[src/rtl/dlane_pkg.sv]
package dlane_pkg;

    localparam int BYTE_W = 8;
    localparam logic [BYTE_W-1:0] SYNC_BYTE = 8'hB8;

    typedef enum logic [3:0] {
        ST_IDLE,
        ST_LP01,
        ST_LP00,
        ST_PREP,
        ST_ZERO,
        ST_SYNC,
        ST_PAY,
        ST_TRAIL,
        ST_EXIT
    } lane_st_e;

endpackage

[src/rtl/dlane_dwell_timer.sv]
module dlane_dwell_timer #(
    parameter int CW = 8
) (
    input  logic          clk,
    input  logic          rst_n,
    input  logic          load,
    input  logic [CW-1:0] load_val,
    output logic          done
);

    logic [CW-1:0] cnt_q;

    always_ff @(posedge clk or negedge rst_n) begin
        if (!rst_n) begin
            cnt_q <= '0;
        end else if (load) begin
            cnt_q <= load_val;
        end else if (cnt_q != '0) begin
            cnt_q <= cnt_q - 1'b1;
        end
    end

    assign done = (cnt_q == '0);

endmodule

[src/rtl/dlane_seq_fsm.sv]
module dlane_seq_fsm
    import dlane_pkg::*;
#(
    parameter int CW = 8
) (
    input  logic          clk,
    input  logic          rst_n,
    input  logic          tx_req,
    input  logic          tx_valid,
    input  logic          tmr_done,
    input  logic [CW-1:0] cfg_lpstate,
    input  logic [CW-1:0] cfg_hsprep,
    input  logic [CW-1:0] cfg_hszero,
    input  logic [CW-1:0] cfg_hstrail,
    input  logic [CW-1:0] cfg_lpexit,
    output lane_st_e      state_q,
    output logic          tmr_load,
    output logic [CW-1:0] tmr_val
);

    lane_st_e state_d;
    logic     pend_q;

    // A zero count still gives one cycle of dwell
    function automatic logic [CW-1:0] dwell_m1(input logic [CW-1:0] v);
        return (v == '0) ? '0 : v - 1'b1;
    endfunction

    always_ff @(posedge clk or negedge rst_n) begin
        if (!rst_n) begin
            state_q <= ST_IDLE;
        end else begin
            state_q <= state_d;
        end
    end

    always_comb begin
        state_d = state_q;
        unique case (state_q)
            ST_IDLE:  if (tx_req || pend_q) state_d = ST_LP01;
            ST_LP01:  if (tmr_done) state_d = ST_LP00;
            ST_LP00:  if (tmr_done) state_d = ST_PREP;
            ST_PREP:  if (tmr_done) state_d = ST_ZERO;
            ST_ZERO:  if (tmr_done) state_d = ST_SYNC;
            ST_SYNC:  state_d = ST_PAY;
            ST_PAY:   if (!tx_valid) state_d = ST_TRAIL;
            ST_TRAIL: if (tmr_done) state_d = ST_EXIT;
            ST_EXIT:  if (tmr_done) state_d = ST_IDLE;
            default:  state_d = ST_IDLE;
        endcase
    end

    // Request captured during recovery, released on reaching idle
    always_ff @(posedge clk or negedge rst_n) begin
        if (!rst_n) begin
            pend_q <= 1'b0;
        end else if (state_q == ST_IDLE) begin
            pend_q <= 1'b0;
        end else if (state_q == ST_EXIT && tx_req) begin
            pend_q <= 1'b1;
        end
    end

    assign tmr_load = (state_d != state_q);

    always_comb begin
        tmr_val = '0;
        unique case (state_d)
            ST_LP01, ST_LP00: tmr_val = dwell_m1(cfg_lpstate);
            ST_PREP:          tmr_val = dwell_m1(cfg_hsprep);
            ST_ZERO:          tmr_val = dwell_m1(cfg_hszero);
            ST_TRAIL:         tmr_val = dwell_m1(cfg_hstrail);
            ST_EXIT:          tmr_val = dwell_m1(cfg_lpexit);
            default:          tmr_val = '0;
        endcase
    end

    a_r2_idle_entry: assert property (@(posedge clk) disable iff (!rst_n)
        (state_q == ST_IDLE && (tx_req || pend_q)) |=> state_q == ST_LP01);

    a_r2_lp01_order: assert property (@(posedge clk) disable iff (!rst_n)
        state_q == ST_LP01 |=> (state_q == ST_LP01 || state_q == ST_LP00));

    a_r3_lp00_hold: assert property (@(posedge clk) disable iff (!rst_n)
        (state_q == ST_LP00 && !tmr_done) |=> state_q == ST_LP00);

    a_r5_zero_to_sync: assert property (@(posedge clk) disable iff (!rst_n)
        state_q == ST_ZERO |=> (state_q == ST_ZERO || state_q == ST_SYNC));

    a_r5_sync_single: assert property (@(posedge clk) disable iff (!rst_n)
        state_q == ST_SYNC |=> state_q == ST_PAY);

    a_r8_exit_hold: assert property (@(posedge clk) disable iff (!rst_n)
        (state_q == ST_EXIT && !tmr_done) |=> state_q == ST_EXIT);

    a_r9_pend_capture: assert property (@(posedge clk) disable iff (!rst_n)
        (state_q == ST_EXIT && tx_req) |=> pend_q);

endmodule

[src/rtl/dlane_lane_map.sv]
module dlane_lane_map
    import dlane_pkg::*;
(
    input  logic              clk,
    input  logic              rst_n,
    input  lane_st_e          state_q,
    input  logic              tx_valid,
    input  logic [BYTE_W-1:0] tx_data,
    output logic              tx_ready,
    output logic              lp_dp,
    output logic              lp_dn,
    output logic              hs_en,
    output logic [BYTE_W-1:0] hs_data
);

    logic last_bit_q;

    // Bit 7 is the last bit on the wire, since bytes go out LSB first
    always_ff @(posedge clk or negedge rst_n) begin
        if (!rst_n) begin
            last_bit_q <= 1'b1;
        end else if (state_q == ST_SYNC) begin
            last_bit_q <= SYNC_BYTE[BYTE_W-1];
        end else if (state_q == ST_PAY && tx_valid) begin
            last_bit_q <= tx_data[BYTE_W-1];
        end
    end

    always_comb begin
        lp_dp    = 1'b0;
        lp_dn    = 1'b0;
        hs_en    = 1'b0;
        tx_ready = 1'b0;
        hs_data  = '0;
        unique case (state_q)
            ST_IDLE, ST_EXIT: begin
                lp_dp = 1'b1;
                lp_dn = 1'b1;
            end
            ST_LP01: begin
                lp_dn = 1'b1;
            end
            ST_LP00: begin
            end
            ST_PREP, ST_ZERO: begin
                hs_en = 1'b1;
            end
            ST_SYNC: begin
                hs_en   = 1'b1;
                hs_data = SYNC_BYTE;
            end
            ST_PAY: begin
                hs_en    = 1'b1;
                tx_ready = 1'b1;
                hs_data  = tx_valid ? tx_data : {BYTE_W{~last_bit_q}};
            end
            ST_TRAIL: begin
                hs_en   = 1'b1;
                hs_data = {BYTE_W{~last_bit_q}};
            end
            default: begin
                lp_dp = 1'b1;
                lp_dn = 1'b1;
            end
        endcase
    end

    a_r7_trail_steady: assert property (@(posedge clk) disable iff (!rst_n)
        state_q == ST_TRAIL |=> (state_q == ST_EXIT || $stable(hs_data)));

    a_r7_trail_keeps_hs: assert property (@(posedge clk) disable iff (!rst_n)
        (state_q == ST_PAY && !tx_valid) |=> (hs_en && !tx_ready));

endmodule

[src/rtl/dlane_sot_seq.sv]
module dlane_sot_seq
    import dlane_pkg::*;
#(
    parameter int CW = 8
) (
    input  logic          clk,
    input  logic          rst_n,
    input  logic          tx_req,
    input  logic          tx_valid,
    input  logic [7:0]    tx_data,
    input  logic [CW-1:0] cfg_lpstate,
    input  logic [CW-1:0] cfg_hsprep,
    input  logic [CW-1:0] cfg_hszero,
    input  logic [CW-1:0] cfg_hstrail,
    input  logic [CW-1:0] cfg_lpexit,
    output logic          tx_ready,
    output logic          lp_dp,
    output logic          lp_dn,
    output logic          hs_en,
    output logic [7:0]    hs_data
);

    lane_st_e      state_q;
    logic          tmr_load;
    logic [CW-1:0] tmr_val;
    logic          tmr_done;

    dlane_seq_fsm #(.CW(CW)) u_fsm (
        .clk         (clk),
        .rst_n       (rst_n),
        .tx_req      (tx_req),
        .tx_valid    (tx_valid),
        .tmr_done    (tmr_done),
        .cfg_lpstate (cfg_lpstate),
        .cfg_hsprep  (cfg_hsprep),
        .cfg_hszero  (cfg_hszero),
        .cfg_hstrail (cfg_hstrail),
        .cfg_lpexit  (cfg_lpexit),
        .state_q     (state_q),
        .tmr_load    (tmr_load),
        .tmr_val     (tmr_val)
    );

    dlane_dwell_timer #(.CW(CW)) u_tmr (
        .clk      (clk),
        .rst_n    (rst_n),
        .load     (tmr_load),
        .load_val (tmr_val),
        .done     (tmr_done)
    );

    dlane_lane_map u_map (
        .clk      (clk),
        .rst_n    (rst_n),
        .state_q  (state_q),
        .tx_valid (tx_valid),
        .tx_data  (tx_data),
        .tx_ready (tx_ready),
        .lp_dp    (lp_dp),
        .lp_dn    (lp_dn),
        .hs_en    (hs_en),
        .hs_data  (hs_data)
    );

    a_r2_hs_off_in_lp: assert property (@(posedge clk) disable iff (!rst_n)
        (lp_dp || lp_dn) |-> (!hs_en && !tx_ready));

    a_r10_no_start_from_hs: assert property (@(posedge clk) disable iff (!rst_n)
        hs_en |=> !(lp_dn && !lp_dp));

endmodule

[config.mk]
export PLATFORM = sky130hd
export DESIGN_NAME = dlane_sot_seq
export DESIGN_NICKNAME = d
export VERILOG_FILES = /design/src/rtl/dlane_pkg.sv /design/src/rtl/dlane_dwell_timer.sv /design/src/rtl/dlane_seq_fsm.sv /design/src/rtl/dlane_lane_map.sv /design/src/rtl/dlane_sot_seq.sv
export SDC_FILE = /design/constraint.sdc
export NUM_CORES = 1
export LEC_CHECK = 0
export ABC_AREA = 0
export BUFFER_PORTS_ARGS = -buffer_cell sky130_fd_sc_hd__clkbuf_2
export CORE_MARGIN = 5
export CORE_UTILIZATION = 45
export DETAILED_ROUTE_END_ITERATION = 7
export GPL_ROUTABILITY_DRIVEN = 0
export HOLD_SLACK_MARGIN = 0.08
export PLACE_DENSITY = 0.78
export SLEW_MARGIN = 20
export SYNTH_ARGS = -nofsm -noshare
export SYNTH_HDL_FRONTEND = slang
export SYNTH_SLANG_ARGS = --single-unit
[constraint.sdc]
create_clock -name clk -period 2.82 [get_ports clk]
set_clock_uncertainty 0.1 [all_clocks]
set_input_delay 0.141 -clock clk [delete_from_list [all_inputs] [get_ports clk]]
set_output_delay 0.141 -clock clk [all_outputs]
set_load 0.01 [all_outputs]
# ---- Word level (Yosys, flattened, before mapping)
# Index checks and enable logic that the tools add are counted.
dict set report word_totals {
  reg_bits 14
  latch_bits 0
  mem_bits_rw 0
  mem_bits_ro 0
  input_bits 52
  elab_cells 71
  mem_count 0
}
dict set report classes {
  add_sub_neg 6
  multipliers 0
  n_div 0
  magnitude_cmp 0
  eq_ne 15
  shift 0
  muxes 27
  bitwise 1
  reduce_logical 18
}
# cell n
set op_table {}
lappend op_table {{$mux 8} 8}
lappend op_table {{$logic_not 8->1} 6}
lappend op_table {{$sub 8x1->8 const B} 6}
lappend op_table {{$pmux 8 s5} 1}
lappend op_table {{$pmux 4 s9} 1}
lappend op_table {{$mux 4} 8}
lappend op_table {{$eq 4x3->1 const B} 6}
lappend op_table {{$pmux 8 s3} 1}
lappend op_table {{$eq 4x2->1 const B} 4}
lappend op_table {{$eq 4x1->1 const B} 2}
lappend op_table {{$eq 4x4->1 const B} 2}
lappend op_table {{$mux 1} 8}
lappend op_table {{$reduce_bool 8->1} 1}
lappend op_table {{$reduce_or 7->1} 1}
lappend op_table {{$reduce_bool 2->1} 3}
lappend op_table {{$reduce_or 6->1} 1}
lappend op_table {{$reduce_or 5->1} 1}
lappend op_table {{$logic_not 4->1} 1}
lappend op_table {{$ne 4x4->1} 1}
lappend op_table {{$logic_and 1x1->1} 2}
lappend op_table {{$reduce_or 2->1} 1}
lappend op_table {{$logic_or 1x1->1} 1}
lappend op_table {{$not 1->1} 1}

# ---- Logic depth before layout (Yosys ltp)
dict set report logic_depth {
  depth_word 7
  mapped_depth 11
  mapped_depth_nobuf 9
}

# ---- By module
# A second synthesis with hierarchy kept.
dict set report hier_totals {
  cells_unflattened 281
  area_unflattened_um2 2006.9
}
# module n_inst cells_per_inst area_per_inst_um2 seq_area_each_um2
set by_module_without_submodules {}
lappend by_module_without_submodules {dlane_seq_fsm 1 190 1307.5 125.1}
lappend by_module_without_submodules {dlane_dwell_timer 1 54 476.7 200.2}
lappend by_module_without_submodules {dlane_lane_map 1 37 222.7 26.3}

# ---- Worst setup path before layout
# Ideal clock, no wire load.
dict set report synth_timing {
  path_kind {reg-to-reg}
  start {reg u_tmr.cnt_q[0]}
  end {reg u_tmr.cnt_q[2]}
  arrival_ns 1.991
  slack_ns 0.596
  path_stages_with_launch 11
  cell_sequence {dfrtp_1 -> inv_1 -> ha_1 -> nor3b_1 -> and2_1 -> buf_4 -> a21oi_2 -> o211ai_4 -> nor3b_1 -> o41ai_1 -> o21ai_1}
}
dict set report synth_via {
  elab_chain_cells 7
  word_cells_on_any_way 22
  classes_between {1 x add/sub; 7 x eq/ne; 10 x mux; 4 x reduce/logical}
}
# element line
set synth_lines {}
lappend synth_lines {{start: declaration} dlane_dwell_timer.sv:11} ;# logic [CW-1:0] cnt_q;
lappend synth_lines {{start signal: assignment} dlane_dwell_timer.sv:17} ;# cnt_q <= load_val;
lappend synth_lines {{start signal: assignment} dlane_dwell_timer.sv:19} ;# cnt_q <= cnt_q - 1'b1;
lappend synth_lines {{$logic_not 8->1} dlane_dwell_timer.sv:23} ;# assign done = (cnt_q == '0);
lappend synth_lines {{$mux 4 (tied with other cells)} dlane_seq_fsm.sv:48} ;# ST_EXIT: if (tmr_done) state_d = ST_IDLE;
lappend synth_lines {{$pmux 4 s9} dlane_seq_fsm.sv:39} ;# unique case (state_q)
lappend synth_lines {{$eq 4x1->1 / $eq 4x2->1 (equally long branches)} dlane_seq_fsm.sv:68} ;# unique case (state_d)
lappend synth_lines {{$reduce_or 2->1} dlane_seq_fsm.sv:68}
lappend synth_lines {{$pmux 8 s5} dlane_seq_fsm.sv:68}
lappend synth_lines {{$mux 8} dlane_dwell_timer.sv:16} ;# end else if (load) begin
# Several ways; a longest one is shown, not always the timed one. The select of a mux whose other input is x is not followed.
# A chain may end at the register's enable or synchronous reset.

# ---- Final worst setup path
dict set report layout_timing {
  start {reg u_tmr.cnt_q[0]}
  end {reg u_tmr.cnt_q[0]}
}
# The elaborated chain is that of the path after synthesis.

==> metrics.md <==
| Metric | Value |
|---|---|
| CTS Sinks | 14 |
| Hold Crit Depth | 3 |
| Post-Layout Cell Count | 393 |
| Power, Total | 1900 µW |
| Max-slew violations | 0 |
| Hold Crit Class | input port to flop |
| Dominant cell type by area after synthesis | dfrtp_1 |
| Post-Route WL | 5.98 mm |
| Slew @ Worst Pin | 0.628 ns |
| Final count of negative-setup-slack endpoints | 0 |
| CTS tree | done |
| Crit start category | flop |
| Reg2reg end | u_tmr.cnt_q[0] |
| Commonest non-fill, non-tap cells in the layout | 63 x clkbuf_2, 35 x nor2_1, 26 x nor3_1 |
| Area growth, synth to finish | 20.0% |
| Worst hold endpoint | u_fsm.pend_q |
| Required time worst endpoint | 2.84 ns |
| EDFF count, synth | 0 |
| Largest family of logic cells by synthesized area | simple AND/OR/NAND/NOR gates |
| Port Buffer Count | 63 |
| Proportion of synthesized area in mux cells | 1.70% |
| First-pass GRT wire length | 9.85 mm |
| Post-synthesis compound-gate area fraction | 22.9% |
| Antenna-violating nets left | 0 |
| Worst reg-to-reg path cell count | 8 |
| Skew-Pair Late Insertion Delay | 0.25 ns |
| Vias per cell | 5.84 |
| Final period utilization | 94.1% |
| Post-DP HPWL | 5.00 mm |
| Slew Limit Headroom | 57.5% |
| Worst endpoint data arrival time | 2.67 ns |
| Post-CTS Resized | 0 |
| Core ar. | 4380 µm² |
| Maximum VDD drop | 0.266 mV |
| Seq/Total Area, Yosys | 17.1% |
| IO Count | 64 |
| Most common cell after layout, fill and taps aside | clkbuf_2 |
| Synth Area in Simple Gates | 32.6% |
| Bufs on Longest Clock Path | 2 |
| DRC | 0 |
| Root buf cell | clkbuf_8 |
| Placed insts | 388 |
| Number of antenna violations at the first check in global routing | 0 |
| Post-detailed-route wirelength per cell | 15.2 µm |
| Die area | 6020 µm² |
| Crit. End Element | flop |
| # fillers | 419 |
| Maxcap violations | 0 |
| Initial DRC Count | 197 |
| Post-synthesis async set-or-reset flop share | 100% |
| Vias in the first global route | 2,226 |
| Hold Fails Final Rpt | 0 |
| N_diodes | 0 |
| Area of the mapped netlist | 2060 µm² |
| Adder-Cell Fraction of Synth Area | 6.70% |
| Ys Warns | 0 |
| Ratio of cells with drive above 1 in the final layout | 23.8% |
| RSZ-0062 raised after global routing | false |
| H-tree depth | 1 |
| Height of the die | 77.6 µm |
| Max Clock Freq | 377 MHz |
| Worst hold slack | 0.122 ns |
| Detailed-route via count | 2,297 |
| Final #Nets | 405 |
| R2r setup slk | 0.17 ns |
| Ys flop type | dfrtp_1 |
| Worst Path Max Fanout | 8 |
| Clock-pin transition on the worst setup and hold timing paths | 0.06 ns |
| Syn_area_per_cell | 7.37 µm² |
| Hold Startpoint | tx_req |
| Status | finished, final reports clean |
| Top post-synthesis cells by area | dfrtp_1 16%, xnor2_1 8.1%, ha_1 6.7%, nor2_1 6.4%, nor3_1 6.3% |
| Post-synth top area share | 15.8% |
| Power per cell area | 769 nW/µm² |
| Leakage | 0.00112 µW |
| DRT Pass-1 Iters | 4 |
| Grt total ovfl | 0 |
| Yosys cell types | 50 |
| FF+latch count, synth | 14 |
| Min Tclk post-route | 2.65 ns |
| GRT Total Usage | 19.3% |
| Critical path class | flop to flop |
| Post-Synth XOR/XNOR Area | 13.6% |
| Die width | 77.6 µm |
| Setup TNS | 0 ns |
| Row count | 24 |
| Syn nets | 342 |
| Pin count of the biggest net entering global routing | 19 |
| R2r startpoint | u_tmr.cnt_q[0] |
| Num CTS Buffers | 3 |
| Cells after Synth | 279 |
| Initial Utilization | 46.9% |
==> metrics by stage <==
stage | setup WS (ns) | utilization [%] | area [µm²]
after floorplan | 0.596 | - | 2060
after global placement | 0.328 | 54.8 | 2400
after detailed placement | 0.213 | 54.8 | 2400
after CTS | 0.180 | 56.3 | 2470
after global routing | 0.0118 | 56.3 | 2470
final | 0.168 | 56.3 | 2470
==> final cells by class <==
type	count	area, µm²	share of cell area (%)
inverters	16	60.1	2.44
repair buffers	66	340	13.8
well taps	52	65.1	2.64
flip-flops and latches	14	352	14.3
clock buffers	4	55.1	2.23
multi-input cells	241	1590	64.6
==> registers in the layout, indices dropped and copies added (netlist names) <==
| register | cells |
|---|---|
| u_map.last_bit_q | 1 |
| u_tmr.cnt_q | 8 |
| u_fsm.state_q | 4 |
| u_fsm.pend_q | 1 |
==> layer usage <==
layer,part of all wire (%),track usage [%]
met3,9.6,3.59
met1,42,24.8
met4,2.0,7.73
met5,0,0
met2,46,31.7
==> cells by family (layout without fill, tap and decap cells) <==
kind of cell	Yosys count	count (layout)
xor+xnor	32	32
mux	3	3
compound gates	67	67
flops	14	14
buf+inv	24	86
fa+ha+maj	11	11
simple gates	128	128
==> where the power goes <==
part	internal, µW	switching [µW]	total, µW
sequential	293	170	463
clock	124	78.9	203
combinational	536	694	1230
==> what timing repair did <==
item / 4_1_cts / 5_1_grt
hold buffers: 1 / 0
setup buffers: 0 / 0
hold endpoints to repair: 14 / 0
setup endpoints to repair: 0 / 0
==> synth_stat cells (6+ instances only) <==
master and number:
o22ai_1 8, xnor2_1 19, inv_1 16, xor2_1 13, nand2_1 24, nor3b_1 10, a21oi_1 12, nand3_1 6
nor3_1 26, dfrtp_1 13, a21o_1 9, ha_1 11, nor2_1 35
==> worst max-delay path by stage <==
stage | slack [ns] | cells past startpoint | to | startpoint
6_report | 0.17 | 8 | u_tmr.cnt_q[0] | u_tmr.cnt_q[0]
3_3_place_gp | 0.33 | 9 | u_tmr.cnt_q[1] | u_tmr.cnt_q[0]
2_1_floorplan | 0.60 | 10 | u_tmr.cnt_q[2] | u_tmr.cnt_q[0]
3_5_place_dp | 0.21 | 8 | u_tmr.cnt_q[0] | u_tmr.cnt_q[0]
5_1_grt | 0.01 | 8 | u_tmr.cnt_q[0] | u_tmr.cnt_q[0]
4_1_cts | 0.18 | 8 | u_tmr.cnt_q[0] | u_tmr.cnt_q[0]
==> critical path, stage by stage, from the launching register on <==
cell      delay [ns]
dfrtp_1         0.41
inv_1           0.07
ha_1            0.21
nor3b_1         0.29
and2_1          0.37
a221o_1         0.35
o22ai_1         0.13
o41ai_1         0.44
o211ai_1        0.14
Note: power is estimated with default switching activity, not from simulation.
